## src/rtl/xmap_pkg.sv

```systemverilog
package xmap_pkg;
  typedef enum logic [1:0] {
    DEST_NONE = 2'd0,
    DEST_AUX  = 2'd1,
    DEST_EEP  = 2'd2,
    DEST_EXT  = 2'd3
  } dest_e;

  typedef struct packed {
    dest_e       dest;
    logic [15:0] addr;
  } route_t;
endpackage

```

## src/rtl/xmap_addr_decode.sv

```systemverilog
module xmap_addr_decode
  import xmap_pkg::*;
#(
  parameter int         AUX_BYTES = 512,
  parameter int         EEP_BYTES = 128,
  parameter logic [7:0] EEP_PAGE  = 8'h02
) (
  input  logic        indirect_i,
  input  logic [15:0] dptr_i,
  input  logic [7:0]  ptr8_i,
  input  logic [7:0]  page_i,
  input  logic        aux_en_i,
  input  logic        eep_en_i,
  output route_t      route_o
);
  localparam logic [7:0]  AUX_PAGES = 8'(AUX_BYTES / 256);
  localparam logic [16:0] AUX_LIM   = 17'(AUX_BYTES);
  localparam logic [16:0] EEP_BASE  = 17'(32'h1_0000 - EEP_BYTES);

  logic aux_hit, eep_hit;

  always_comb begin
    if (indirect_i) begin
      eep_hit = eep_en_i && (page_i == EEP_PAGE);
      aux_hit = aux_en_i && (page_i < AUX_PAGES);
      route_o.addr = {page_i, ptr8_i};
    end else begin
      eep_hit = eep_en_i && ({1'b0, dptr_i} >= EEP_BASE);
      aux_hit = aux_en_i && ({1'b0, dptr_i} < AUX_LIM);
      route_o.addr = dptr_i;
    end
    // EEPROM decode has priority over the auxiliary RAM
    if (eep_hit)      route_o.dest = DEST_EEP;
    else if (aux_hit) route_o.dest = DEST_AUX;
    else              route_o.dest = DEST_EXT;
  end
endmodule

```

## src/rtl/xmap_sel_reg.sv

```systemverilog
module xmap_sel_reg
  import xmap_pkg::*;
(
  input  logic        clk_i,
  input  logic        rst_ni,
  input  logic        strobe_i,
  input  logic        write_i,
  input  logic [7:0]  wdata_i,
  input  route_t      route_i,
  output dest_e       dest_o,
  output logic [15:0] addr_o,
  output logic        we_o,
  output logic [7:0]  wdata_o
);
  always_ff @(posedge clk_i or negedge rst_ni) begin
    if (!rst_ni) begin
      dest_o  <= DEST_NONE;
      addr_o  <= '0;
      we_o    <= 1'b0;
      wdata_o <= '0;
    end else if (strobe_i) begin
      dest_o  <= route_i.dest;
      addr_o  <= route_i.addr;
      we_o    <= write_i;
      wdata_o <= wdata_i;
    end else begin
      dest_o  <= DEST_NONE;
      we_o    <= 1'b0;
    end
  end


  idle_clear_chk: assert property (@(posedge clk_i) disable iff (!rst_ni)
    !strobe_i |=> (dest_o == DEST_NONE && !we_o));

  strobe_route_chk: assert property (@(posedge clk_i) disable iff (!rst_ni)
    strobe_i |=> (dest_o != DEST_NONE));
endmodule

```

## src/rtl/xmap_port_hold.sv

```systemverilog
module xmap_port_hold (
  input  logic        clk_i,
  input  logic        rst_ni,
  input  logic        load_i,
  input  logic [15:0] addr_i,
  output logic [7:0]  port_lo_o,
  output logic [7:0]  port_hi_o
);
  always_ff @(posedge clk_i or negedge rst_ni) begin
    if (!rst_ni) begin
      port_lo_o <= 8'hFF;
      port_hi_o <= 8'hFF;
    end else if (load_i) begin
      port_lo_o <= addr_i[7:0];
      port_hi_o <= addr_i[15:8];
    end
  end


  port_hold_chk: assert property (@(posedge clk_i) disable iff (!rst_ni)
    !load_i |=> ($stable(port_lo_o) && $stable(port_hi_o)));
endmodule

```

## src/rtl/xram_access_mapper.sv

```systemverilog
module xram_access_mapper
  import xmap_pkg::*;
#(
  parameter int         AUX_BYTES = 512,
  parameter int         EEP_BYTES = 128,
  parameter logic [7:0] EEP_PAGE  = 8'h02,
  localparam int        AUX_AW    = $clog2(AUX_BYTES),
  localparam int        EEP_AW    = $clog2(EEP_BYTES)
) (
  input  logic              clk_i,
  input  logic              rst_ni,
  input  logic              acc_strobe_i,
  input  logic              acc_write_i,
  input  logic              acc_indirect_i,
  input  logic [15:0]       dptr_i,
  input  logic [7:0]        ptr8_i,
  input  logic [7:0]        wdata_i,
  input  logic              aux_en_i,
  input  logic              eep_en_i,
  input  logic [7:0]        page_sel_i,
  output logic              aux_sel_o,
  output logic [AUX_AW-1:0] aux_addr_o,
  output logic              eep_sel_o,
  output logic [EEP_AW-1:0] eep_addr_o,
  output logic              ext_req_o,
  output logic [15:0]       ext_addr_o,
  output logic              mem_we_o,
  output logic [7:0]        mem_wdata_o,
  output logic [7:0]        port_lo_o,
  output logic [7:0]        port_hi_o
);
  route_t      route;
  dest_e       dest_q;
  logic [15:0] addr_q;

  xmap_addr_decode #(
    .AUX_BYTES(AUX_BYTES),
    .EEP_BYTES(EEP_BYTES),
    .EEP_PAGE (EEP_PAGE)
  ) u_decode (
    .indirect_i(acc_indirect_i),
    .dptr_i    (dptr_i),
    .ptr8_i    (ptr8_i),
    .page_i    (page_sel_i),
    .aux_en_i  (aux_en_i),
    .eep_en_i  (eep_en_i),
    .route_o   (route)
  );

  xmap_sel_reg u_sel (
    .clk_i   (clk_i),
    .rst_ni  (rst_ni),
    .strobe_i(acc_strobe_i),
    .write_i (acc_write_i),
    .wdata_i (wdata_i),
    .route_i (route),
    .dest_o  (dest_q),
    .addr_o  (addr_q),
    .we_o    (mem_we_o),
    .wdata_o (mem_wdata_o)
  );

  xmap_port_hold u_ports (
    .clk_i    (clk_i),
    .rst_ni   (rst_ni),
    .load_i   (acc_strobe_i && route.dest == DEST_EXT),
    .addr_i   (route.addr),
    .port_lo_o(port_lo_o),
    .port_hi_o(port_hi_o)
  );

  assign aux_sel_o  = (dest_q == DEST_AUX);
  assign eep_sel_o  = (dest_q == DEST_EEP);
  assign ext_req_o  = (dest_q == DEST_EXT);
  assign aux_addr_o = addr_q[AUX_AW-1:0];
  assign eep_addr_o = addr_q[EEP_AW-1:0];
  assign ext_addr_o = addr_q;


  one_dest_chk: assert property (@(posedge clk_i) disable iff (!rst_ni)
    $onehot0({aux_sel_o, eep_sel_o, ext_req_o}));

  aux_gate_chk: assert property (@(posedge clk_i) disable iff (!rst_ni)
    (acc_strobe_i && !aux_en_i) |=> !aux_sel_o);

  eep_gate_chk: assert property (@(posedge clk_i) disable iff (!rst_ni)
    (acc_strobe_i && !eep_en_i) |=> !eep_sel_o);

  we_track_chk: assert property (@(posedge clk_i) disable iff (!rst_ni)
    acc_strobe_i |=> (mem_we_o == $past(acc_write_i)));

  port_follow_chk: assert property (@(posedge clk_i) disable iff (!rst_ni)
    ext_req_o |-> ({port_hi_o, port_lo_o} == ext_addr_o));
endmodule

```

## config.mk

```make
export PLATFORM = sky130hd
export DESIGN_NAME = xram_access_mapper
export DESIGN_NICKNAME = d
export VERILOG_FILES = /design/src/rtl/xmap_pkg.sv /design/src/rtl/xmap_addr_decode.sv /design/src/rtl/xmap_sel_reg.sv /design/src/rtl/xmap_port_hold.sv /design/src/rtl/xram_access_mapper.sv
export SDC_FILE = /design/constraint.sdc
export NUM_CORES = 1
export LEC_CHECK = 0
export ABC_AREA = 1
export BUFFER_PORTS_ARGS = -buffer_cell sky130_fd_sc_hd__clkbuf_2
export CELL_PAD_IN_SITES_DETAIL_PLACEMENT = 1
export CELL_PAD_IN_SITES_GLOBAL_PLACEMENT = 1
export CORE_AREA = 2 2 89 91
export CTS_CLUSTER_SIZE = 40
export DETAILED_ROUTE_END_ITERATION = 8
export DIE_AREA = 0 0 91 93
export GPL_ROUTABILITY_DRIVEN = 0
export PLACE_DENSITY = 0.7
export SLEW_MARGIN = 10
export SYNTH_ARGS = -nofsm -noshare
export SYNTH_HDL_FRONTEND = slang
export SYNTH_SLANG_ARGS = --single-unit
```

## constraint.sdc

```tcl
create_clock -name clk_i -period 1.3 [get_ports clk_i]
set_input_delay 0.26 -clock clk_i [delete_from_list [all_inputs] [get_ports clk_i]]
set_output_delay 0.26 -clock clk_i [all_outputs]
set_load 0.05 [all_outputs]
```

==> summary.txt <==
I/O Buffers: 106
Min setup slack post-route: 0.004396 ns
Psw: 1.671 mW
Switching part of the total power: 37.44%
Clk slew on worst S/H paths: 0.08 ns
Post-DP HPWL: 5250 um
Total CTS buffers: 5
Critical path class: flop to output pin
DRT Pass-1 Iters: 4
CP Launch Type: flop
Syn_nets: 326
Pwr dens: 1391 mW/mm2
Slew @ Worst Pin: 0.3880 ns
Layout fillers: 972
Die Wd: 91 um
R2R Path End: u_ports.port_hi_o[4]$_DFFE_PN1P_
Hold Path Origin: acc_write_i
Root Driver: clkbuf_8
Number of global-route vias before repair: 2271
Commonest non-fill, non-tap cell in the layout: nand2_1
Crit Path Max Fanout: 2
DRC Markers: 0
MaxCap Viol Count: 0
Crit-path cells: clkbuf_16
Most frequent cells in the layout: nand2_1 (127), clkbuf_2 (81), dfrtp_1 (27)
Chip height: 93 um
DRT iter0 DRCs: 46
Worst R2R Path Depth: 3
Synth area leaders: dfrtp_1 (31%), nand2_1 (22%), dfstp_2 (19%)
Area Overhead vs Synth: 47.84%
Overflow after GRT: 0
CTS tree: yes
Reg2Reg Setup Slack: 0.45 ns
WL/cell: 13.92 um
Ant. Diodes: 0
Part of the power in registers: 37.0%
Skew final: 0 ns
Crit path buffers/inverters: 1
Outcome: finished clean
Core area: 0.007527 mm2
H-Tree Depth: 2
Comb power frac: 35.2%
Crit. End Element: output pin
Total Nets Final: 428
Worst EP required: 1.04 ns
Hold Path End: u_sel.we_o$_DFF_PN0_
Via density: 4.403
First-pass GRT wire length: 11300 um
Register Area: 0.001096 mm2
Tmin final: 1.296 ns
RSZ-0062 raised after global routing: true
Dpl cells: 472
Total wire length: 6736 um
Final total power: 4.463 mW
Hold Path Class: input port to flop
Tcrit/Tclk final: 99.66%
Netlist area before placement: 0.002171 mm2
Worst setup path startpoint: u_ports.port_lo_o[5]$_DFFE_PN1P_
Critical path's slowest cell: dfstp_2
All-Layer GR Usage: 16.64%
Gate Count Post-Synth: 279
Delay-heaviest family, CP: flip-flops
Sequential cell area fraction in the yosys report: 50.49%
Initial antenna violation count: 0
Rows: 32
Worst hold stages: 3
Worst vdd ir: 0.0004013 V
Clock sinks: 43
Die area: 0.008463 mm2
Pleak: 1.771 nW
Finished Layout Cells: 484
Crit Reg-Reg Startpoint: u_ports.port_hi_o[4]$_DFFE_PN1P_
WHS: 0.1534 ns
Layout cells sized above 1: 40.31%
Final Hold Violating Endpoints: 0
Fin area: 0.003209 mm2
Internal power: 2.792 mW
Seq cells post-synth: 43
Largest net degree at the start of global routing: 21
Synth cell types: 19
Skew-Pair Late Insertion Delay: 0.30 ns
Finish-stage setup viols: 0
Syn Area/Cell: 7.781 um2
Slew margin rel.: 74.13%
WP data arrival: 1.04 ns
Number of routed nets with antenna violations: 0
Area occupied by multi-input gates: 808.3 um2
Cell type with the largest total area after synthesis: dfrtp_1
Fmax: 771.8 MHz
Via Count: 2131
Initial core utilization: 28.84%
CP peak stage delay: 0.57 ns
CTS Buffer Depth: 2
Max Transition Viols Final: 0
Synth Warn #: 0
Placed cell areas: 0.002783 mm2
IO Pins: 107
Clock share of power: 27.8%
Yosys top cell area share: 31.12%
Dpl ws: -0.004526 ns
[flip-flops by register name (all words and copies together) (netlist names)]
name	count
u_ports.port_hi_o	8
u_sel.dest_o	2
u_ports.port_lo_o	8
u_sel.wdata_o	8
u_sel.we_o	1
u_sel.addr_o	16
[how the worst max path moves through the flow]
| stage | cells past startpoint | endpoint |
|---|---|---|
| 4_1_cts | 3 | eep_sel_o |
| 3_5_place_dp | 10 | u_ports.port_hi_o[4]$_DFFE_PN1P_ |
| 6_report | 1 | port_lo_o[5] |
| 3_3_place_gp | 10 | u_ports.port_lo_o[4]$_DFFE_PN1P_ |
| 2_1_floorplan | 1 | eep_sel_o |
| 5_1_grt | 3 | eep_sel_o |
[routing by layer]
metal  global-route usage [%]  vias up  part of all wire [%]
li1                         -     1056                     -
met1                    22.15     1005                    46
met4                    4.924        0                   1.5
met2                    28.40       62                    49
met3                    2.176        8                   3.8
met5                        0        -                     0
[cells in the mapped netlist, drive strengths merged]
| master | instances |
|---|---|
| nor2 | 17 |
| dfrtp | 27 |
| buf | 24 |
| clkbuf | 4 |
| a21oi | 1 |
| nand2 | 129 |
| inv | 23 |
| o21ai | 10 |
| a31oi | 8 |
| dfstp | 16 |
| nand3 | 3 |
| nand4 | 16 |
| clkinv | 1 |
[logic make-up after synthesis]
family	share of synthesized area, %
and+or+nand+nor	32.16
buffers and inverters	12.51
DFF	50.49
AOI/OAI and AO/OA	4.841
[worst register-to-register path, cell delays in order (launching register included)]
cell and delay, ns:
dfstp_2 0.56, buf_4 0.11, nand2_1 0.05, nand2_1 0.07
[stage by stage]
step / setup TNS, ns / utilization [%]
finish: 0 / 42.64
global placement: 0 / 36.97
global route: -0.3261 / 42.64
CTS: -0.04677 / 41.97
floorplan: 0 / -
detailed placement: -0.004526 / 36.97
[power groups by stage]
stage	logic (mW)	registers (mW)	clock network, mW
global route	1.67	1.67	1.34
detailed placement	1.39	1.65	0
global placement	1.37	1.64	0
floorplan	0.540	2.14	0
CTS	1.54	1.64	1.27
finish	1.57	1.65	1.24
[final cells by class]
cell class | count | share of cell area [%]
timing repair buffer | 123 | 29.63
inverter | 24 | 2.807
multi-input combinational | 184 | 25.19
tap | 102 | 3.977
sequential | 43 | 34.15
clock inverter | 3 | 2.105
clock buffer | 5 | 2.144
[what timing repair did]
item | in CTS | in global routing
hold buffers | 1 | 0
resized for setup | 44 | 24
cloned | 0 | 0
endpoints found under the setup margin | 19 | 27
endpoints found under the hold margin | 9 | 0
buffers inserted | 0 | 3
(Power assumes the default switching activity.)
